--- config.mk ---
export PLATFORM = sky130hd
export DESIGN_NAME = ea_chain_resolver
export DESIGN_NICKNAME = d
export VERILOG_FILES = /design/src/rtl/ea_chain_pkg.sv /design/src/rtl/ea_step_calc.sv /design/src/rtl/ea_level_ctr.sv /design/src/rtl/ea_chain_resolver.sv
export SDC_FILE = /design/constraint.sdc
export NUM_CORES = 1
export LEC_CHECK = 0
export BUFFER_PORTS_ARGS = -buffer_cell sky130_fd_sc_hd__buf_2
export CAP_MARGIN = 40
export CORE_MARGIN = 3
export CORE_UTILIZATION = 51
export CTS_BUF_LIST = sky130_fd_sc_hd__clkbuf_2
export DETAILED_ROUTE_END_ITERATION = 12
export HOLD_SLACK_MARGIN = 0.06
export PLACE_DENSITY = 0.83
export SYNTH_ARGS = -nofsm -noshare
export SYNTH_HDL_FRONTEND = slang
export SYNTH_SLANG_ARGS = --single-unit
--- constraint.sdc ---
create_clock -name clk -period 3.5 [get_ports clk]
set_input_delay 0.175 -clock clk [delete_from_list [all_inputs] [get_ports clk]]
set_output_delay 0.175 -clock clk [all_outputs]
set_load 0.05 [all_outputs]
--- src/rtl/ea_chain_pkg.sv ---
package ea_chain_pkg;
  localparam int WORD_W = 24;
  localparam int ADDR_W = 15;
  localparam int IND_POS = WORD_W - 1;
  localparam int IDX_POS = WORD_W - 2;
  localparam int SUP_POS = WORD_W - 3;

  typedef enum logic {
    ST_IDLE  = 1'b0,
    ST_FETCH = 1'b1
  } res_state_t;
endpackage

--- src/rtl/ea_step_calc.sv ---
module ea_step_calc
  import ea_chain_pkg::*;
#(
  parameter int WW = WORD_W,
  parameter int AW = ADDR_W
) (
  input  logic [WW-1:0] word,
  input  logic [AW-1:0] xr_low,
  input  logic          honor_sup,
  output logic [AW-1:0] next_addr,
  output logic          indirect
);
  localparam int IND_B = WW - 1;
  localparam int IDX_B = WW - 2;
  localparam int SUP_B = WW - 3;

  logic          use_idx;
  logic          mid_unused;

  assign mid_unused = ^word[SUP_B-1:AW];
  assign use_idx    = word[IDX_B] & ~(honor_sup & word[SUP_B]);
  assign next_addr  = word[AW-1:0] + (use_idx ? xr_low : {AW{1'b0}});
  assign indirect   = word[IND_B];
endmodule

--- src/rtl/ea_level_ctr.sv ---
module ea_level_ctr #(
  parameter int MAX_DEPTH = 64,
  localparam int LW = $clog2(MAX_DEPTH + 1)
) (
  input  logic          clk,
  input  logic          rst,
  input  logic          clr,
  input  logic          inc,
  output logic [LW-1:0] cnt_next,
  output logic          last_allowed
);
  logic [LW-1:0] cnt;

  always_ff @(posedge clk) begin
    if (rst || clr) cnt <= '0;
    else if (inc)   cnt <= cnt + 1'b1;
  end

  assign cnt_next     = cnt + 1'b1;
  assign last_allowed = (cnt == LW'(MAX_DEPTH - 1));


  cnt_bound_chk: assert property (@(posedge clk) disable iff (rst)
    cnt <= LW'(MAX_DEPTH));
endmodule

--- src/rtl/ea_chain_resolver.sv ---
module ea_chain_resolver
  import ea_chain_pkg::*;
#(
  parameter int MAX_DEPTH = 64,
  localparam int LW = $clog2(MAX_DEPTH + 1)
) (
  input  logic                clk,
  input  logic                rst,
  input  logic                start,
  input  logic [WORD_W-1:0]   instr,
  input  logic [WORD_W-1:0]   xr,
  output logic                mem_req,
  output logic [ADDR_W-1:0]   mem_addr,
  input  logic                mem_valid,
  input  logic [WORD_W-1:0]   mem_data,
  output logic                done,
  output logic [ADDR_W-1:0]   ea,
  output logic [LW-1:0]       levels,
  output logic                fault
);
  res_state_t        state;
  logic [WORD_W-1:0] cur_word;
  logic [ADDR_W-1:0] step_addr;
  logic              step_ind;
  logic [LW-1:0]     lvl_next;
  logic              lvl_last;
  logic              accept;
  logic              got_word;
  logic              xr_unused;

  assign xr_unused = ^xr[WORD_W-1:ADDR_W];
  assign accept    = (state == ST_IDLE) && start;
  assign got_word  = (state == ST_FETCH) && mem_valid;
  assign cur_word  = (state == ST_IDLE) ? instr : mem_data;

  ea_step_calc #(.WW(WORD_W), .AW(ADDR_W)) u_step (
    .word      (cur_word),
    .xr_low    (xr[ADDR_W-1:0]),
    .honor_sup (state == ST_IDLE),
    .next_addr (step_addr),
    .indirect  (step_ind)
  );

  ea_level_ctr #(.MAX_DEPTH(MAX_DEPTH)) u_lvl (
    .clk          (clk),
    .rst          (rst),
    .clr          (accept),
    .inc          (got_word),
    .cnt_next     (lvl_next),
    .last_allowed (lvl_last)
  );

  always_ff @(posedge clk) begin
    if (rst) begin
      state    <= ST_IDLE;
      mem_req  <= 1'b0;
      mem_addr <= '0;
      done     <= 1'b0;
      ea       <= '0;
      levels   <= '0;
      fault    <= 1'b0;
    end else begin
      done <= 1'b0;
      if (accept) begin
        if (step_ind) begin
          mem_req  <= 1'b1;
          mem_addr <= step_addr;
          state    <= ST_FETCH;
        end else begin
          done   <= 1'b1;
          ea     <= step_addr;
          levels <= '0;
          fault  <= 1'b0;
        end
      end else if (got_word) begin
        if (!step_ind || lvl_last) begin
          mem_req <= 1'b0;
          done    <= 1'b1;
          ea      <= step_addr;
          levels  <= lvl_next;
          fault   <= step_ind;
          state   <= ST_IDLE;
        end else begin
          mem_addr <= step_addr;
        end
      end
    end
  end


  req_hold_chk: assert property (@(posedge clk) disable iff (rst)
    (mem_req && !mem_valid) |=> (mem_req && mem_addr == $past(mem_addr)));


  done_excl_chk: assert property (@(posedge clk) disable iff (rst)
    done |-> !mem_req);


  req_end_chk: assert property (@(posedge clk) disable iff (rst)
    $fell(mem_req) |-> done);


  fault_depth_chk: assert property (@(posedge clk) disable iff (rst)
    fault |-> (levels == LW'(MAX_DEPTH)));


  direct_done_chk: assert property (@(posedge clk) disable iff (rst)
    (state == ST_IDLE && start && !instr[IND_POS]) |=> (done && !mem_req));
endmodule

* Word-level counts from Yosys, hierarchy flattened *
Cells that the tools add are included.

cells by class
  $add $sub $neg = 2
  multiplexer cells = 26
  bitwise operators = 4
  eq/ne operators = 4
  reduce and logical (&&, ||, !) cells = 10

operators by type and width
  cell                                                  count
  2-to-1 mux 15 bit                                     9
  2-to-1 mux 7 bit                                      4
  2-to-1 mux 24 bit                                     1
  adder 15 bit                                          1
  2-to-1 mux 1 bit                                      12
  AND reduction 3 bit                                   3
  adder 7 x 1 -> 7 bit (second input constant)          1
  equality test 7 x 6 -> 1 bit (second input constant)  1
  != test 2 bit (second input constant)                 2
  nonzero test 2 bit                                    2
  bitwise AND 1 bit                                     2
  logical AND 1 bit                                     2
  logical OR 1 bit                                      2
  != test 2 x 1 -> 1 bit (second input constant)        1
  inverter 1 bit                                        2
  zero test 1 bit                                       1

storage, ports and cells
  input bits = 76
  word-level logic and storage cells = 53
  output and inout port bits = 40
  register bits = 47

* Logic depth before layout (Yosys ltp) *
Gate-level depths: netlist (run 1).

  word-level depth = 9
  gate-level depth with buffers = 12
  gate-level depth less buffers = 10

* Cells and area by module *
A second synthesis (run 1) with hierarchy kept.

second synthesis, totals
  cells, all modules = 355
  area, all modules = 3196.8 µm²

modules (own cells, without submodules)
  module             area an instance (µm²)  cells an instance  times used  sequential area each (µm²)
  ea_chain_resolver  2004.4                  195                1           800.8
  ea_step_calc       805.8                   114                1           0.0
  ea_level_ctr       386.6                   46                 1           140.1

* Least setup slack after synthesis (run 1) *
Ideal clock, no wire load.

  kind = flip-flop to flip-flop
  start point = register state
  end point = register ea[8]
  clock period less this slack = 3.492 ns
  buffers on the path = 2
  cell stages (with the launch flop) = 13
  path slack = 0.008 ns
  data arrival time = 3.419 ns
  data required time = 3.427 ns
  library setup time = 0.073 ns
  path through = dfxtp_1 > buf_2 > nor3b_1 > a21oi_1 > clkbuf_1 > nor2b_1 > ha_1 > fa_1 > a21o_1 > a311o_2 > a211o_1 > and2_4 > o211ai_2

on the way
  longest elaborated chain between the ends = 9
  elaborated cells between the ends (all ways) = 19
  classes of those cells = add/sub (1); eq/ne (1); mux (6); bitwise (4); reduce/logical (7)

ends and longest elaborated chain
  element                                              RTL line                                                                   source
  from (decl)                                          ea_chain_resolver.sv:21                                                    res_state_t state;
  from (signal assigned)                               ea_chain_resolver.sv:55                                                    state <= ST_IDLE;
  from (signal assigned)                               ea_chain_resolver.sv:68                                                    state <= ST_FETCH;
  from (signal assigned)                               ea_chain_resolver.sv:82                                                    state <= ST_IDLE;
  2-to-1 mux 24 bit or inverter 1 bit (tied branches)  ea_chain_resolver.sv:34, ea_chain_resolver.sv:32, ea_chain_resolver.sv:39
  bitwise AND 1 bit                                    ea_step_calc.sv:21                                                         assign use_idx = word[IDX_B] & ~(honor_sup & word[SUP_B]);
  inverter 1 bit                                       ea_step_calc.sv:21
  bitwise AND 1 bit                                    ea_step_calc.sv:21
  2-to-1 mux 15 bit                                    ea_step_calc.sv:22                                                         assign next_addr = word[AW-1:0] + (use_idx ? xr_low : {AW{1'b0}});
  adder 15 bit                                         ea_step_calc.sv:22
  2-to-1 mux 15 bit                                    ea_chain_resolver.sv:76                                                    if (!step_ind || lvl_last) begin
  2-to-1 mux 15 bit                                    ea_chain_resolver.sv:75                                                    end else if (got_word) begin
  2-to-1 mux 15 bit                                    ea_chain_resolver.sv:64                                                    if (accept) begin
  to (signal assigned)                                 ea_chain_resolver.sv:71                                                    ea <= step_addr;
  to (signal assigned)                                 ea_chain_resolver.sv:79                                                    ea <= step_addr;
  to (decl)                                            ea_chain_resolver.sv:17                                                    output logic [ADDR_W-1:0] ea,

Parallel ways exist; a longest one is shown, timed or not. The select of a mux whose other input is x is not followed.
A chain may end at the register's enable or synchronous reset.

* Final worst setup path (run 1) *
Ends and elaborated chain as after synthesis.

==> key figures, run 1 <==
Run status
  • Status: completed

Logic synthesis
  • Synthesized area: 0.00301 mm2
  • Count leader, synth: sky130_fd_sc_hd__dfxtp_1
  • Post-synthesis sequential element count: 47
  • Mapped Avg Cell Area: 8.35 um2
  • Number of enable flip-flop cells after synthesis: 0
  • Biggest area contributors in the synthesized netlist: sky130_fd_sc_hd__dfxtp_1 (31%), sky130_fd_sc_hd__ha_1 (6.2%), sky130_fd_sc_hd__a21oi_1 (5.6%)
  • Commonest cells in the synthesized netlist: sky130_fd_sc_hd__dfxtp_1 (47), sky130_fd_sc_hd__nand2_1 (45), sky130_fd_sc_hd__a21oi_1 (34)
  • Async SR Flop Fraction: 0%
  • Yosys Warn Count: 0
  • Number of unique standard cell types used by synthesis: 54
  • Predominant post-synthesis flop cell: sky130_fd_sc_hd__dfxtp_1
  • Instance count of the mapped netlist: 361
  • Sequential share of the synthesized area: 31.2%
  • Fraction of post-synthesis cell area in the top cell type by area: 31.2%
  • Largest area contributor in the netlist: sky130_fd_sc_hd__dfxtp_1
  • Synthesized netlist net count: 453

Worst setup path
  • Maximum fanout encountered on the critical timing path: 7
  • Slowest CP cell: sky130_fd_sc_hd__dfxtp_1
  • Required time at the worst-slack endpoint: 3.86 ns
  • Startpoint type of the worst setup path: flip-flop
  • Data arrival, critical path: 3.39 ns
  • Ordered cell list for the critical path: nor3b_1, a21oi_1, nor2b_1, ha_1, fa_1, a21o_1, a311o_2, a211o_1, and2_4, o211ai_2
  • Largest stage delay, worst path: 0.52 ns
  • Crit. End Element: flip-flop
  • Worst Setup Path Type: flip-flop to flip-flop

STA
  • Final hold slack: 0.128 ns
  • Slew Viols, Final: 0
  • Rel. slew slack: 41.2%
  • Time the worst path needs with I/O delays and setup: 3.03 ns
  • Ratio of final minimum period to clock period: 86.5%
  • Setup repair after global routing missed its margin: false
  • Final Setup Violations: 0
  • Worst-case clock skew: 0.0464 ns
  • Slew of the pin with the lowest slew margin: 0.882 ns
  • Number of endpoints with negative hold slack in the final report: 0
  • Maximum frequency from static timing analysis: 0.330 GHz
  • Summed negative setup slack over all endpoints: 0 ns

GRT
  • Total track usage: 22.4%
  • Met2 layer usage reported by global route: 40.1%
  • Maximum number of pins on one net before global-route repair: 59
  • Met3 GRT Util: 4.46%
  • Vias in the first global route: 2878
  • Antenna violations before repair: 0
  • Grt met1 use: 26.6%
  • Wire length of the first global-routing pass: 13000 um
  • Total global routing overflow: 0
  • Busiest grt layer: met2

Power
  • Power Dens Cells: 368 mW/mm2
  • Leakage component of the power: 1.57 nW
  • Total power: 1.31 mW
  • Worst ir drop on vdd: 0.000281 V

Finish
  • Final Instance Area: 0.00357 mm2
  • Layout Area Growth over Synthesis: 18.5%
  • Fin nets: 538
  • Fraction of final layout cells sized beyond drive strength 1: 29.1%
  • Diode insertion count for antenna repair: 0
  • Final cell count without fillers: 519

Run
  • Count of maximum capacitance violations: 0

Clocking
  • Buffer type at the clock tree root: sky130_fd_sc_hd__clkbuf_2
  • Number of buffers added by the clock tree synthesis step: 5
  • Clock-pin slew on the worst setup and hold paths: 0.27 ns
  • Post-cts resize count: 0
  • CTS Hold Bufs: 2
  • CTS tree: done
  • Sinks on the clock net: 47
  • Longest Clk Path Bufs: 2
  • Clock latency on the worst-skew pair: 0.45 ns
  • Post CTS Setup Buffer Count: 0
  • CTS HTree Levels: 2

Die
  • Core outline area: 0.00561 mm2
  • I/O pin count: 116
  • Starting Density: 53.7%
  • Row Count: 27
  • Die boundary width: 82.9 um
  • Total Die Area: 0.00687 mm2
  • Height of the chip: 82.9 um

Detailed routing
  • Initial detailed-routing violation count: 146
  • DR vias: 3056
  • Post-detailed-routing wire length: 7790 um
  • DRC errors left: 0
  • Vias/cell: 5.89
  • Post-route antenna net violation count: 0
  • Drt first pass iters: 8
  • Detailed-route wire length per cell: 15.0 um

Place
  • HPWL after detailed placement: 5980 um
  • RePlAce Congestion: 0.874
  • Placed Instance Area: 0.00351 mm2
  • IO Port Bufs: 93
  • Number of instances in the placed design: 509

Min path
  • Classification of the worst-slack hold path: input port to flip-flop
cell usage in the layout, fill, tap and decap left out, types with 2 or more instances in the layout:
master	Yosys	final
sky130_fd_sc_hd__buf_2	5	93
sky130_fd_sc_hd__dfxtp_1	47	47
sky130_fd_sc_hd__nand2_1	45	45
sky130_fd_sc_hd__a21oi_1	34	34
sky130_fd_sc_hd__nor2b_1	19	19
sky130_fd_sc_hd__nand3b_1	19	19
sky130_fd_sc_hd__nand3_1	17	17
sky130_fd_sc_hd__o21ai_0	16	16
sky130_fd_sc_hd__ha_1	15	15
sky130_fd_sc_hd__mux2_2	14	14
sky130_fd_sc_hd__nor2_1	14	14
sky130_fd_sc_hd__nand4_1	13	13
sky130_fd_sc_hd__a2111o_1	10	10
sky130_fd_sc_hd__a211oi_1	6	6
sky130_fd_sc_hd__xnor2_1	5	5
sky130_fd_sc_hd__or3_1	5	5
sky130_fd_sc_hd__clkbuf_2	0	5
sky130_fd_sc_hd__a21o_1	4	4
sky130_fd_sc_hd__xor2_1	4	4
sky130_fd_sc_hd__o311ai_0	4	4
sky130_fd_sc_hd__buf_4	2	4
sky130_fd_sc_hd__or2_2	3	3
sky130_fd_sc_hd__and3_1	3	3
sky130_fd_sc_hd__o21a_1	3	3
sky130_fd_sc_hd__nand4b_1	3	3
sky130_fd_sc_hd__o211ai_1	3	3
sky130_fd_sc_hd__and2_1	2	2
sky130_fd_sc_hd__inv_1	2	2
sky130_fd_sc_hd__a31oi_1	2	2
sky130_fd_sc_hd__a211o_1	2	2
sky130_fd_sc_hd__o211ai_2	2	2
sky130_fd_sc_hd__o22a_1	2	2
sky130_fd_sc_hd__nor3_1	2	2
sky130_fd_sc_hd__dlygate4sd3_1	0	2
worst max-delay path: cells and delay by family, from the launching register on:
family                     cells  cell delay, ns
and+or+nand+nor                3            0.35
AOI/OAI and AO/OA              5            1.43
adders and majority gates      2            0.64
DFF                            1            0.52
flip-flops by register name, summed over array words and instances, names as in the netlist:
register	count
done	1
u_lvl.cnt	7
ea	15
mem_addr	15
fault	1
state	1
levels	7
per-stage QoR:
step | util (%) | worst slack [ns]
6_report | 63.7 | 0.471
5_1_grt | 63.7 | 0.193
3_5_place_dp | 62.5 | 0.599
3_3_place_gp | 62.5 | 0.686
4_1_cts | 63.7 | 0.506
2_1_floorplan | - | 0.00764
path summary, 6_finish.rpt:
| check | cells past startpoint | startpoint | endpoint | slack (ns) |
|---|---|---|---|---|
| hold / removal | 4 | mem_valid | state | 0.13 |
| hold reg to reg | 2 | ea[1] | ea[1] | 0.47 |
| setup / recovery | 10 | state | ea[8] | 0.47 |
| setup reg to reg | 10 | state | ea[8] | 0.47 |
area by class of cell:
cell class	count	area (um2)
Timing Repair Buffer	99	515
Sequential cell	47	941
Multi-Input combinational cell	291	1970
Fill cell	528	2040
Inverter	2	7.51
Tap cell	72	90.1
Clock inverter	3	20.0
Clock buffer	5	25.0
power by group:
part | total, mW | switching [mW] | internal (mW)
clock | 0.232 | 0.184 | 0.0479
sequential | 0.595 | 0.0220 | 0.573
combinational | 0.486 | 0.323 | 0.163
logic make-up (layout without fill, tap and decap cells):
group	Yosys count	after routing	synth area share, %
AND/OR/NAND/NOR	152	152	27.5
AO/OA/AOI/OAI	100	100	23.3
flip-flops	47	47	31.2
buffers and inverters	23	109	3.32
adder cells (fa/ha/maj)	16	16	6.89
multiplexers	14	14	5.23
XOR/XNOR	9	9	2.62
routing by layer:
metal	wire, um	up-vias
met5	0	-
li1	-	1524
met1	3120	1394
met2	3950	122
met3	545	16
met4	171	0
Note: power is estimated with default switching activity, not from simulation.
==> inputs of run 2 (changes only) <==
GPL_TIMING_DRIVEN = 0   (was unset)
MAX_ROUTING_LAYER = met4   (was unset)
==> key figures, run 2 (same netlist as run 1, synthesis figures left out) <==
Run status
  • Status: completed

Finish
  • Fraction of final layout cells sized beyond drive strength 1: 30.4% (+1.3 points)
  • Util after Layout: 66.0% (+2.3 points)
  • Diode insertion count for antenna repair: 0 (unchanged)
  • Final cell count without fillers: 536 (+3.3%)
  • Commonest non-fill, non-tap cell in the layout: sky130_fd_sc_hd__buf_2
  • Fin nets: 555 (+3.2%)
  • Count of fill cells added during filler insertion: 500 (-5.3%)
  • Layout Area Growth over Synthesis: 22.8%
  • Top library cells by usage in the layout, fill and taps aside: sky130_fd_sc_hd__buf_2 (97), sky130_fd_sc_hd__dfxtp_1 (47), sky130_fd_sc_hd__nand2_1 (45)
  • Registers with the most flip-flops: ea: 15 flops, mem_addr: 15 flops

Clocking
  • Post CTS Setup Buffer Count: 0 (unchanged)
  • Clock-pin slew on the worst setup and hold paths: 0.27 ns (about the same)
  • Sinks on the clock net: 47 (unchanged)
  • CTS tree: done
  • Longest Clk Path Bufs: 2 (unchanged)
  • CTS HTree Levels: 2 (unchanged)
  • Clock latency on the worst-skew pair: 0.44 ns (about the same)
  • Buffer type at the clock tree root: sky130_fd_sc_hd__clkbuf_2
  • Number of buffers added by the clock tree synthesis step: 5 (unchanged)

Place
  • Number of instances in the placed design: 526 (+3.3%)
  • RePlAce Congestion: 0.910 (+4.2%)
  • IO Port Bufs: 93 (unchanged)
  • Worst Setup Slack post-DPL: -0.185 ns (-0.785 ns)
  • HPWL after detailed placement: 6830 um (+14%)

GRT
  • Total track usage: 25.5% (+3.1 points)
  • Total global routing overflow: 0 (unchanged)
  • Vias in the first global route: 3107 (+8.0%)
  • Maximum number of pins on one net before global-route repair: 17 (-71%)
  • Wire length of the first global-routing pass: 14200 um (+9.1%)
  • Antenna violations before repair: 0 (unchanged)

Die
  • Total Die Area: 0.00687 mm2 (unchanged)
  • Core outline area: 0.00561 mm2 (unchanged)
  • I/O pin count: 116 (unchanged)
  • Height of the chip: 82.9 um (unchanged)
  • Starting Density: 53.7% (unchanged)
  • Row Count: 27 (unchanged)
  • Die boundary width: 82.9 um (unchanged)

Run
  • Count of maximum capacitance violations: 0 (unchanged)

Detailed routing
  • Drt first pass iters: 5 (-3)
  • Post-detailed-routing wire length: 8850 um (+14%)
  • DR vias: 3202 (+4.8%)
  • Initial detailed-routing violation count: 182 (+25%)
  • Detailed-route wire length per cell: 16.5 um (+10%)
  • Vias/cell: 5.97 (+1.5%)
  • Post-route antenna net violation count: 0 (unchanged)
  • DRC errors left: 0 (unchanged)

Worst setup path
  • Crit. End Element: flip-flop
  • Cells on worst reg2reg path: 12 (+2)
  • Data arrival, critical path: 3.71 ns (+0.32 ns)
  • Startpoint type of the worst setup path: flip-flop
  • Required time at the worst-slack endpoint: 3.87 ns (about the same)
  • Worst Setup Path Type: flip-flop to flip-flop
  • Maximum fanout encountered on the critical timing path: 10 (+3)

Min path
  • Classification of the worst-slack hold path: input port to flip-flop
  • Depth of the worst hold-timing path: 3 (-1)

STA
  • Rel. slew slack: 57.2% (+16 points)
  • Ratio of final minimum period to clock period: 95.4% (+8.9 points)
  • Slew of the pin with the lowest slew margin: 0.638 ns (-0.244 ns)
  • Maximum frequency from static timing analysis: 0.299 GHz (-9.3%)
  • Worst-case clock skew: 0.0290 ns (-0.0174 ns)
  • Slew Viols, Final: 0 (unchanged)
  • Time the worst path needs with I/O delays and setup: 3.34 ns (+0.311 ns)
  • Final Worst Setup Slack: 0.160 ns (-0.311 ns)
  • Final Setup Violations: 0 (unchanged)
  • Number of endpoints with negative hold slack in the final report: 0 (unchanged)

Power
  • Total power: 1.42 mW (+8.3%)
  • Worst ir drop on vdd: 0.000289 V (+2.7%)
  • Power Dens Cells: 384 mW/mm2 (+4.5%)
  • Leakage component of the power: 1.62 nW (+3.4%)
-- run 2: cell count changes in the layout (fill, tap and decap cells not counted), moves of 2 or more --
cell / change
sky130_fd_sc_hd__buf_4: -2
sky130_fd_sc_hd__o21ai_0: -2
sky130_fd_sc_hd__o21ai_1: +2
sky130_fd_sc_hd__a211oi_2: +3
sky130_fd_sc_hd__buf_2: +4
sky130_fd_sc_hd__a211oi_1: -3
sky130_fd_sc_hd__clkbuf_4: +3
sky130_fd_sc_hd__clkbuf_1: +12
-- run 2: cell type report --
| class | instances | area [um2] | area share [%] |
|---|---|---|---|
| clock buffer | 5 | 25.0 | 0.676 |
| buffer | 21 | 103 | 2.77 |
| clock inverter | 3 | 46.3 | 1.25 |
| sequential | 47 | 941 | 25.4 |
| inverter | 2 | 7.51 | 0.203 |
| tap | 72 | 90.1 | 2.43 |
| multi-input combinational | 291 | 2000 | 54.1 |
| timing repair buffer | 95 | 485 | 13.1 |
-- run 2: power breakdown --
group / leakage [nW] / switching (mW) / internal, mW
Clock: 0.0396 / 0.192 / 0.123
Combinational: 1.20 / 0.341 / 0.171
Sequential: 0.383 / 0.0221 / 0.573
-- run 2: final timing paths --
path,startpoint,endpoint,slack [ns]
setup / recovery,state,ea[8],0.16
hold / removal,rst,mem_addr[10],0.09
setup reg to reg,state,ea[8],0.16
hold reg to reg,mem_addr[4],mem_addr[4],0.47
-- run 2: metrics by stage --
step	area (um2)	TNS, ns	hold slack, ns
floorplan	3010	0	0.364
detailed placement	3570	-0.894	0.441
finish	3700	0	0.0948
global placement	3570	-0.00379	0.430
CTS	3670	0	0.0790
global route	3700	-0.00423	0.0769
-- run 2: timing repair --
item                       CTS  global route
gates cloned                 0             0
hold buffers                 2             0
setup endpoints to repair    8            12
hold endpoints to repair     1             0
gates resized for setup      3            11
-- run 2: routing by layer --
metal	global-route usage [%]	up-vias	share of wire, %	routed length [um]
met3	3.87	25	6.1	541
met4	10.3	0	3.2	286
met2	44.7	140	50	4440
met5	-	-	0	0
met1	28.9	1487	40	3580
li1	-	1550	-	-
-- run 2: critical path: stages, from the launching register on --
cell                       delay [ns]
sky130_fd_sc_hd__dfxtp_1         0.39
sky130_fd_sc_hd__buf_2           0.18
sky130_fd_sc_hd__clkbuf_4        0.21
sky130_fd_sc_hd__a21oi_4         0.20
sky130_fd_sc_hd__clkbuf_4        0.24
sky130_fd_sc_hd__nor2b_1         0.07
sky130_fd_sc_hd__ha_1            0.21
sky130_fd_sc_hd__fa_1            0.41
sky130_fd_sc_hd__a21o_1          0.23
sky130_fd_sc_hd__a311o_2         0.44
sky130_fd_sc_hd__a211o_1         0.35
sky130_fd_sc_hd__and2_4          0.18
sky130_fd_sc_hd__o211ai_2        0.15
==> inputs of run 3 (changes only) <==
ABC_AREA = 1   (was unset)
PLACE_DENSITY = 0.82   (was 0.83)
==> key figures, run 3 <==
Finish
  • Final Instance Area: 0.00372 mm2 (+0.51%)
  • Area of combinational cells with multiple inputs: 0.00172 mm2 (-14%)
  • Top library cells by usage in the layout, fill and taps aside: sky130_fd_sc_hd__nand2_1 (150), sky130_fd_sc_hd__buf_2 (93), sky130_fd_sc_hd__nor2_1 (81)
  • Diode insertion count for antenna repair: 0 (unchanged)
  • Layout Area Growth over Synthesis: 20.6%
  • Fraction of final layout cells sized beyond drive strength 1: 21.3% (-9.1 points)
  • Fin nets: 696 (+25%)
  • Commonest non-fill, non-tap cell in the layout: sky130_fd_sc_hd__nand2_1
  • Registers with the most flip-flops: ea: 15 flops, mem_addr: 15 flops
  • Storage element area: 941 um2 (unchanged)
  • Count of fill cells added during filler insertion: 549 (+9.8%)

STA
  • Final hold slack: 0.132 ns (+0.0369 ns)
  • Number of endpoints with negative hold slack in the final report: 0 (unchanged)
  • Setup repair after global routing missed its margin: false
  • Summed negative setup slack over all endpoints: 0 ns (unchanged)
  • Final Setup Violations: 0 (unchanged)
  • Slew of the pin with the lowest slew margin: 0.428 ns (-0.210 ns)
  • Worst-case clock skew: 0.0248 ns (-0.00422 ns)
  • Rel. slew slack: 71.4% (+14 points)
  • Slew Viols, Final: 0 (unchanged)
  • Maximum frequency from static timing analysis: 0.344 GHz (+15%)
  • Ratio of final minimum period to clock period: 83.0% (-12 points)
  • Time the worst path needs with I/O delays and setup: 2.90 ns (-0.437 ns)

Clocking
  • Buffer type at the clock tree root: sky130_fd_sc_hd__clkbuf_2
  • Longest Clk Path Bufs: 2 (unchanged)
  • Clock latency on the worst-skew pair: 0.41 ns (-0.03 ns)
  • Number of buffers added by the clock tree synthesis step: 5 (unchanged)
  • Post CTS Setup Buffer Count: 0 (unchanged)
  • CTS HTree Levels: 2 (unchanged)
  • Sinks on the clock net: 47 (unchanged)
  • CTS tree: done
  • Clock-pin slew on the worst setup and hold paths: 0.24 ns (-0.03 ns)

Die
  • Starting Density: 54.4% (+0.64 points)
  • I/O pin count: 116 (unchanged)
  • Row Count: 27 (unchanged)
  • Height of the chip: 83.8 um (+1.1%)
  • Die boundary width: 83.8 um (+1.1%)
  • Total Die Area: 0.00702 mm2 (+2.2%)
  • Core outline area: 0.00568 mm2 (+1.2%)

Place
  • IO Port Bufs: 92 (-1.1%)
  • RePlAce Congestion: 0.847 (-7.0%)
  • Placed Instance Area: 0.00364 mm2 (+1.9%)
  • HPWL after detailed placement: 6380 um (-6.6%)

Worst setup path
  • Startpoint type of the worst setup path: flip-flop
  • Required time at the worst-slack endpoint: 3.83 ns (-0.04 ns)
  • Maximum fanout encountered on the critical timing path: 10 (unchanged)
  • R2R Path End: mem_addr[10]
  • Crit. End Element: flip-flop
  • Worst Setup Path Type: flip-flop to flip-flop
  • Register-to-register setup slack: 0.60 ns (+0.44 ns)
  • Reg-to-Reg Start: state
  • Cells on worst reg2reg path: 18 (+6)
  • Data arrival, critical path: 3.23 ns (-0.48 ns)

Power
  • Power Dens Cells: 402 mW/mm2 (+4.6%)
  • Leakage component of the power: 2.22 nW (+37%)
  • Worst ir drop on vdd: 0.000352 V (+22%)

Run status
  • Status: completed

Min path
  • Worst hold endpoint: fault
  • Launch instance of the worst min-delay path: start
  • Classification of the worst-slack hold path: input port to flip-flop
  • Depth of the worst hold-timing path: 4 (+1)

Detailed routing
  • Initial detailed-routing violation count: 152 (-16%)
  • Vias/cell: 4.86 (-19%)
  • Drt first pass iters: 5 (unchanged)
  • Metal-1 WL: 3520 um (-1.4%)
  • DRC errors left: 0 (unchanged)
  • Sum of met3 wire segment lengths after detailed routing: 470 um (-13%)
  • Met2 wire length: 3800 um (-14%)
  • Post-detailed-routing wire length: 7860 um (-11%)
  • DR vias: 3293 (+2.8%)
  • Highest metal layer used by the detailed router: met4
  • Post-route antenna net violation count: 0 (unchanged)
  • Detailed-route wire length per cell: 11.6 um (-30%)

GRT
  • Wire length of the first global-routing pass: 13400 um (-5.4%)
  • Total global routing overflow: 0 (unchanged)
  • Antenna violations before repair: 0 (unchanged)
  • Maximum number of pins on one net before global-route repair: 15 (-2)
  • Vias in the first global route: 3062 (-1.4%)
  • Total track usage: 23.2% (-2.3 points)

Logic synthesis
  • Count leader, synth: sky130_fd_sc_hd__nand2_1
  • Post-synthesis sequential element count: 47 (unchanged)
  • Predominant post-synthesis flop cell: sky130_fd_sc_hd__dfxtp_1
  • Synthesized netlist net count: 595 (+31%)
  • Commonest cells in the synthesized netlist: sky130_fd_sc_hd__nand2_1 (150), sky130_fd_sc_hd__nor2_1 (81), sky130_fd_sc_hd__inv_1 (79)
  • Mapped Avg Cell Area: 6.13 um2 (-27%)
  • Async SR Flop Fraction: 0% (unchanged)
  • Synthesized area: 0.00309 mm2 (+2.4%)
  • Fraction of post-synthesis cell area in the top cell type by area: 30.5% (-0.73 points)
  • Number of enable flip-flop cells after synthesis: 0 (unchanged)
  • Number of unique standard cell types used by synthesis: 24 (-56%)
  • Yosys Warn Count: 0 (unchanged)
  • Instance count of the mapped netlist: 503 (+39%)
  • Largest area contributor in the netlist: sky130_fd_sc_hd__dfxtp_1
  • Biggest area contributors in the synthesized netlist: sky130_fd_sc_hd__dfxtp_1 (30%), sky130_fd_sc_hd__nand2_1 (18%), sky130_fd_sc_hd__nor2_1 (9.9%)
  • Sequential share of the synthesized area: 30.5% (-0.73 points)

Run
  • Count of maximum capacitance violations: 0 (unchanged)
[run 3: changes by cell type after synthesis, sizes merged, moves of 10 or more]
cell and change:
nand2 +114, inv +81, nor2 +74, nand3b -19, nor2b -19, nand3 +15
mux2 -14, o21ai +14, a21oi -13, a2111o -10, nand4 -10
[run 3: critical path, stage by stage, from the launching register on]
cell and delay (ns):
sky130_fd_sc_hd__dfxtp_1 0.41, sky130_fd_sc_hd__buf_4 0.20, sky130_fd_sc_hd__nand2_1 0.09, sky130_fd_sc_hd__nand2_1 0.08, sky130_fd_sc_hd__inv_1 0.12, sky130_fd_sc_hd__clkbuf_1 0.37, sky130_fd_sc_hd__nor2_1 0.10, sky130_fd_sc_hd__ha_1 0.24
sky130_fd_sc_hd__fa_1 0.40, sky130_fd_sc_hd__nand2_1 0.11, sky130_fd_sc_hd__nand2_1 0.06, sky130_fd_sc_hd__nand3_1 0.07, sky130_fd_sc_hd__nand2_1 0.11, sky130_fd_sc_hd__nand2_1 0.11, sky130_fd_sc_hd__nand2_1 0.05, sky130_fd_sc_hd__nand2_1 0.07
sky130_fd_sc_hd__nand3_1 0.08, sky130_fd_sc_hd__nand2_1 0.08, sky130_fd_sc_hd__inv_1 0.04
[run 3: cells by family (layout without fill, tap and decap cells)]
kind of cell,count (synthesis),count (layout),synth area share (%)
simple gates,283,283,38.0
fa+ha+maj,16,16,6.73
compound gates,52,52,8.84
buf+inv,97,199,13.7
xor+xnor,8,8,2.27
flops,47,47,30.5
[run 3: metrics by stage]
stage,cells,power [mW],utilization (%),setup slack [ns]
after floorplan,503,1.06,-,0.786
after global placement,667,1.20,64.1,0.773
after detailed placement,667,1.21,64.1,0.631
after CTS,677,1.50,65.5,0.585
after global routing,677,1.60,65.5,0.270
final,677,1.49,65.5,0.597
[run 3: cell type report]
| class | count | share of cell area (%) |
|---|---|---|
| repair buffers | 94 | 12.9 |
| well taps | 72 | 2.42 |
| multi-input cells | 359 | 46.3 |
| inverters | 83 | 8.51 |
| clock inverters | 3 | 1.04 |
| flip-flops and latches | 47 | 25.3 |
| plain buffers | 14 | 2.86 |
| clock buffers | 5 | 0.673 |
[run 3: worst max path at each step]
stage	from	slack [ns]	end
2_1_floorplan	state	0.79	ea[14]
3_3_place_gp	state	0.77	ea[14]
3_5_place_dp	state	0.63	mem_addr[10]
4_1_cts	state	0.59	mem_addr[10]
5_1_grt	state	0.27	mem_addr[10]
6_report	state	0.60	mem_addr[10]
[run 3: timing repair]
action	CTS	global route
setup endpoints to repair	0	0
hold endpoints to repair	7	0
resized for setup	0	0
hold buffers	2	0
[run 3: metal layers]
metal	vias up	global-route usage [%]
li1	1732	-
met1	1453	29.6
met2	100	39.0
met3	8	3.75
met4	0	4.53
met5	-	-
[run 3: report_power, final]
part	total (mW)	internal (mW)	leakage, nW	switching (mW)
clock	0.288	0.117	0.0404	0.171
combinational	0.597	0.179	1.80	0.418
sequential	0.610	0.583	0.386	0.0270
total	1.49	0.879	2.22	0.616
